### src/rtl/cmae_pkg.sv
package cmae_pkg;

    localparam int LIMB_W = 64;
    localparam int WIDE_W = 2 * LIMB_W;

    typedef enum logic [0:0] {
        MODE_UNSIGNED = 1'b0,
        MODE_MIXED    = 1'b1
    } mac_mode_e;

    typedef enum logic [1:0] {
        ST_IDLE = 2'd0,
        ST_RUN  = 2'd1,
        ST_FIN  = 2'd2
    } mac_state_e;

    // Operands for the iterative multiplier
    typedef struct packed {
        logic [LIMB_W-1:0] mcand;
        logic [LIMB_W-1:0] mplier;
    } mul_in_t;

    // Operands for the final sign fix and addend stage
    typedef struct packed {
        logic              negate;
        logic [WIDE_W-1:0] addend;
        mac_mode_e         mode;
    } fix_in_t;

    typedef struct packed {
        logic [LIMB_W-1:0] hi;
        logic [LIMB_W-1:0] lo;
    } mac_result_t;

    function automatic logic [LIMB_W-1:0] limb_negate(input logic [LIMB_W-1:0] v);
        return ~v + LIMB_W'(1);
    endfunction

    function automatic logic [WIDE_W-1:0] wide_negate(input logic [WIDE_W-1:0] v);
        return ~v + WIDE_W'(1);
    endfunction

endpackage

### src/rtl/cmae_prep.sv
module cmae_prep
    import cmae_pkg::*;
(
    input  mac_mode_e         mode,
    input  logic [LIMB_W-1:0] a,
    input  logic [LIMB_W-1:0] b,
    input  logic [LIMB_W-1:0] c,
    output mul_in_t           mul_in,
    output fix_in_t           fix_in
);
    logic b_neg;

    always_comb begin
        b_neg         = (mode == MODE_MIXED) && b[LIMB_W-1];
        mul_in.mcand  = a;
        // In mixed mode a negative b is multiplied by its magnitude
        mul_in.mplier = b_neg ? limb_negate(b) : b;
        fix_in.negate = b_neg;
        fix_in.mode   = mode;
        if (mode == MODE_MIXED)
            fix_in.addend = {{LIMB_W{c[LIMB_W-1]}}, c};
        else
            fix_in.addend = {{LIMB_W{1'b0}}, c};
    end
endmodule

### src/rtl/cmae_shift_add.sv
module cmae_shift_add
    import cmae_pkg::*;
#(
    parameter int STEP_BITS = 2
) (
    input  logic              clk,
    input  logic              rst,
    input  logic              load,
    input  logic              step,
    input  mul_in_t           mul_in,
    output logic [WIDE_W-1:0] prod,
    output logic              mplier_empty
);
    logic [WIDE_W-1:0] mcand_q;
    logic [LIMB_W-1:0] mplier_q;
    logic [WIDE_W-1:0] acc_q;
    logic [WIDE_W-1:0] acc_n;

    // Add the partial products for STEP_BITS multiplier bits
    always_comb begin
        acc_n = acc_q;
        for (int k = 0; k < STEP_BITS; k++) begin
            if (mplier_q[k])
                acc_n = acc_n + (mcand_q << k);
        end
    end

    always_ff @(posedge clk) begin
        if (rst) begin
            mcand_q  <= '0;
            mplier_q <= '0;
            acc_q    <= '0;
        end else if (load) begin
            mcand_q  <= {{LIMB_W{1'b0}}, mul_in.mcand};
            mplier_q <= mul_in.mplier;
            acc_q    <= '0;
        end else if (step) begin
            mcand_q  <= mcand_q << STEP_BITS;
            mplier_q <= mplier_q >> STEP_BITS;
            acc_q    <= acc_n;
        end
    end

    assign prod         = acc_q;
    assign mplier_empty = (mplier_q == '0);

    // the accumulator only grows by partial products while stepping
    a_r6_acc_frozen_when_idle: assert property (@(posedge clk) disable iff (rst)
        (!load && !step) |=> $stable(acc_q));
endmodule

### src/rtl/cmae_finish.sv
module cmae_finish
    import cmae_pkg::*;
(
    input  logic [WIDE_W-1:0] prod,
    input  fix_in_t           fix_in,
    output mac_result_t       result,
    output logic              carry_out
);
    logic [WIDE_W-1:0] signed_prod;
    logic [WIDE_W:0]   sum;

    always_comb begin
        signed_prod = fix_in.negate ? wide_negate(prod) : prod;
        sum         = {1'b0, signed_prod} + {1'b0, fix_in.addend};
        result.lo   = sum[LIMB_W-1:0];
        result.hi   = sum[WIDE_W-1:LIMB_W];
        carry_out   = sum[WIDE_W];
    end
endmodule

### src/rtl/cmae_unit.sv
module cmae_unit
    import cmae_pkg::*;
#(
    parameter int STEP_BITS = 2
) (
    input  logic              clk,
    input  logic              rst,
    input  logic              start,
    input  logic              mode,
    input  logic [LIMB_W-1:0] a,
    input  logic [LIMB_W-1:0] b,
    input  logic [LIMB_W-1:0] c,
    output logic [LIMB_W-1:0] lo,
    output logic [LIMB_W-1:0] hi,
    output logic              done
);
    localparam int STEPS = LIMB_W / STEP_BITS;
    localparam int CNT_W = $clog2(STEPS) + 1;

    mac_state_e        state_q;
    logic [CNT_W-1:0]  cnt_q;
    fix_in_t           fix_q;
    mul_in_t           mul_in;
    fix_in_t           fix_in;
    logic [WIDE_W-1:0] prod;
    logic              mplier_empty;
    mac_result_t       fin_res;
    logic              fin_carry;
    logic              accept;
    logic              stepping;

    assign accept   = (state_q == ST_IDLE) && start;
    assign stepping = (state_q == ST_RUN);

    cmae_prep u_prep (
        .mode   (mac_mode_e'(mode)),
        .a      (a),
        .b      (b),
        .c      (c),
        .mul_in (mul_in),
        .fix_in (fix_in)
    );

    cmae_shift_add #(.STEP_BITS(STEP_BITS)) u_mul (
        .clk          (clk),
        .rst          (rst),
        .load         (accept),
        .step         (stepping),
        .mul_in       (mul_in),
        .prod         (prod),
        .mplier_empty (mplier_empty)
    );

    cmae_finish u_fin (
        .prod      (prod),
        .fix_in    (fix_q),
        .result    (fin_res),
        .carry_out (fin_carry)
    );

    always_ff @(posedge clk) begin
        if (rst) begin
            state_q <= ST_IDLE;
            cnt_q   <= '0;
            fix_q   <= '0;
            lo      <= '0;
            hi      <= '0;
            done    <= 1'b0;
        end else begin
            done <= 1'b0;
            case (state_q)
                ST_IDLE: begin
                    if (start) begin
                        fix_q   <= fix_in;
                        cnt_q   <= '0;
                        state_q <= ST_RUN;
                    end
                end
                ST_RUN: begin
                    cnt_q <= cnt_q + CNT_W'(1);
                    if (cnt_q == CNT_W'(STEPS - 1))
                        state_q <= ST_FIN;
                end
                ST_FIN: begin
                    lo      <= fin_res.lo;
                    hi      <= fin_res.hi;
                    done    <= 1'b1;
                    state_q <= ST_IDLE;
                end
                default: state_q <= ST_IDLE;
            endcase
        end
    end

    // the unsigned sum of product and addend never carries out of 128 bits
    a_r3_no_overflow: assert property (@(posedge clk) disable iff (rst)
        (state_q == ST_FIN && fix_q.mode == MODE_UNSIGNED) |-> !fin_carry);

    // every multiplier bit has been consumed before the result is formed
    a_r6_mplier_drained: assert property (@(posedge clk) disable iff (rst)
        (state_q == ST_FIN) |-> mplier_empty);

    // done lasts a single cycle
    a_r6_done_single: assert property (@(posedge clk) disable iff (rst)
        done |=> !done);

    // the results move only together with done
    a_r7_hold_outputs: assert property (@(posedge clk) disable iff (rst)
        !done |-> ($stable(lo) && $stable(hi)));

    // captured operands stay fixed while an operation is in flight
    a_r8_ignore_busy_start: assert property (@(posedge clk) disable iff (rst)
        (state_q != ST_IDLE) |=> $stable(fix_q));
endmodule

### config.mk
export PLATFORM = sky130hd
export DESIGN_NAME = cmae_unit
export DESIGN_NICKNAME = d
export VERILOG_FILES = /design/src/rtl/cmae_pkg.sv /design/src/rtl/cmae_prep.sv /design/src/rtl/cmae_shift_add.sv /design/src/rtl/cmae_finish.sv /design/src/rtl/cmae_unit.sv
export SDC_FILE = /design/constraint.sdc
export NUM_CORES = 2
export LEC_CHECK = 0
export ABC_AREA = 0
export BUFFER_PORTS_ARGS = -buffer_cell sky130_fd_sc_hd__buf_4
export CORE_ASPECT_RATIO = 1.2
export CORE_UTILIZATION = 40
export CTS_CLUSTER_DIAMETER = 60
export DETAILED_ROUTE_END_ITERATION = 8
export PLACE_DENSITY = 0.66
export SLEW_MARGIN = 20
export SYNTH_ARGS = -nofsm -noshare
export SYNTH_HDL_FRONTEND = slang
export SYNTH_SLANG_ARGS = --single-unit
### constraint.sdc
create_clock -name clk -period 6.5 [get_ports clk]
set_input_delay 0.325 -clock clk [delete_from_list [all_inputs] [get_ports clk]]
set_output_delay 0.325 -clock clk [all_outputs]
set_load 0.02 [all_outputs]
==> metrics.txt <==
Setup Viol. Count Final=0; Top FF cell, synth=dfxtp_1; cells after synthesis=6,991; Starting Density=40.36%; post-synthesis cell type count=80; status=finished, final reports clean; Max FO, Critical Path=3; drt drc=0; min Tclk post-route=6.442 ns; crit end category=flop; Logic pwr share=28.5%; Reg power frac=31.5%; maximum root-to-sink buffer count=3; CTS root buf=clkbuf_16; final non-filler cell total=10,130; share of cells above drive strength 1=26.32%; placed instance count=9,769; grt ovf=0; switching share of total power=34.15%; Crit path largest cell delay=0.47 ns; Worst-Margin Slew=1.219 ns; CTS buffer count=74; final hold viol count=0; initial antenna violation count=2; HPWL after DPL=170,500 µm; Post-synth EDFFs=0; H-tree levels=3; Clock transition at path regs=0.06 ns; Die X=323.8 µm; largest net degree at the start of global routing=156; Synth top cells by count=1,151 x nand2_1, 923 x a21oi_1, 523 x dfxtp_1; critical path's top delay family=compound AO/OA/AOI/OAI gates; Lkg Pwr=30.14 nW; total wire length=218,400 µm; Max-cap violations=0; post-synth top area share=21.07%; max-slew violations=0; Yosys top cell by area=dfxtp_1; Clk Latency, worst-skew pair=0.70 ns; switching power=0.003748 W; Yosys reg bits=523; routed len/inst=21.57 µm; final net count=9,023; Critical Setup Path Class=reg -> reg; Core ar.=123,100 µm²; CTS tree=done; ranking of synthesized cells by area=dfxtp_1 21%, ha_1 10%, a21oi_1 9.3%; register area share after synthesis=21.07%; Synth warnings=0; Chip Height=388.1 µm; vias in the first global route=56,130; Port Buf Inserts=324; TritonCTS sink count=523; vias per inst=5.875; I/O pins=325; Synth-to-Final Area Change=38.41%; Die ar.=125,700 µm²; Routed Antenna Nets=0; worst ir drop on vdd=0.2161 mV; Clock power frac=40.0%; hold crit path type=in -> reg; RSZ-0062 raised after global routing=true; syn_area_per_cell=7.109 µm²; asr flop ratio synth=0%; Worst Path Required=7.12 ns; gp weighted congestion=1.019; top-count cell post-synth=nand2_1; number of DRC markers in iteration 0=5,725; via count=59,510; P_int=0.007226 W; Arrival @ worst endpoint=7.06 ns; Rows=141; worst relative slew slack=18.46%; crit path launch type=flop; GRT Util Overall=33.38%; Power Density=159.5 nW/µm²; DRT Pass-1 Iters=8; Syn Nets=7,590; Filler cells=11,640; first-pass GRT wire length=328,200 µm; Util after Layout=55.86%; Netlist Area Pre-Place=49,700 µm²; slowest stage cell, crit path=or4_1; Worst Skew=0.03656 ns; final period utilization=99.11%; crit path buf inv count=3; fmax=0.1552 GHz
[tightest hold or removal path: cells and delay by family]
kind / cells / cell delay [ns]
AOI/OAI and AO/OA: 2 / 0.26
buffers and inverters: 1 / 0.08
[routing by layer]
layer | up-vias | global-route usage, % | part of all wire [%]
li1 | 28250 | - | -
met1 | 28250 | 48.30 | 46
met2 | 2623 | 49.61 | 42
met3 | 380 | 5.434 | 9.2
met4 | 2 | 11.09 | 3.3
met5 | - | 0 | 0.0060
[worst paths after layout]
kind | from | end | cells after the start | slack (ns)
max | u_mul.prod[0] | u_mul.prod[127] | 27 | 0.06
min | a[25] | u_mul.mcand_q[25] | 3 | 0.04
max reg2reg | u_mul.prod[0] | u_mul.prod[127] | 27 | 0.06
min reg2reg | hi[4] | hi[4] | 2 | 0.45
[cells in the final DEF, fill, tap and decap left out, drive strengths merged, types with 99 or more instances in the layout]
cell type and count:
nor3 99, ha 400, inv 145, nor2 495, xnor2 368, a21o 258, xor2 173, nand4 202
mux2 115, a21oi 923, buf 1631, dlygate4sd3 185, dfxtp 523, o21bai 114, o21ai 500, nand2 1151
[metrics by stage]
stage          cell area, µm²  power (W)  hold slack [ns]   TNS, ns  setup WS, ns
2_1_floorplan           49720   0.005097           0.4406  -0.01003      -0.01003
3_3_place_gp            62180   0.006348           0.4373    -10.33       -0.6735
3_5_place_dp            62180   0.006371           0.4453    -13.54       -0.6885
4_1_cts                 67090    0.01087         0.006563  -0.05706      -0.05706
5_1_grt                 68790    0.01136          0.02742    -1.571       -0.1841
6_report                68790    0.01097          0.04235         0       0.05781
[state kept, by name (all words and copies together) (netlist names)]
| register | cells |
|---|---|
| u_mul.mcand_q | 128 |
| u_mul.prod | 128 |
| fix_q | 66 |
| hi | 64 |
| lo | 64 |
| u_mul.mplier_q | 64 |
| cnt_q | 6 |
| state_q | 2 |
| done | 1 |
[area by class of cell]
| cell class | count | area [µm²] | area share, % |
|---|---|---|---|
| multi-input cells | 5878 | 38930 | 56.59 |
| repair buffers | 1816 | 14190 | 20.63 |
| flip-flops and latches | 523 | 10490 | 15.25 |
| well taps | 1644 | 2057 | 2.990 |
| clock buffers | 90 | 2003 | 2.912 |
| clock inverters | 45 | 624.3 | 0.9076 |
| inverters | 131 | 491.7 | 0.7148 |
| diodes | 1 | 2.502 | 0.003638 |
[kinds of logic after synthesis]
family	count (synthesis)	synth area share, %
AOI/OAI and AO/OA	2471	30.80
and+or+nand+nor	2324	20.86
buffers and inverters	590	4.458
xor gates and xnor gates	541	9.534
DFF	523	21.07
adders and majority gates	403	10.19
muxes	139	3.089
[power groups by stage]
stage	registers, W	clock network [W]	logic [W]
final	0.00345	0.00439	0.00313
after global routing	0.00346	0.00455	0.00334
after CTS	0.00345	0.00445	0.00298
after detailed placement	0.00351	0	0.00286
after global placement	0.00351	0	0.00284
after floorplan	0.00350	0	0.00160
[timing repair]
item,CTS,global route
setup endpoints to repair,60,100
pin swaps,16,156
setup buffers,4,34
gates cloned,0,0
hold buffers,185,0
endpoints found under the hold margin,185,0
gates resized for setup,80,340
Note: power is estimated with default switching activity, not from simulation.
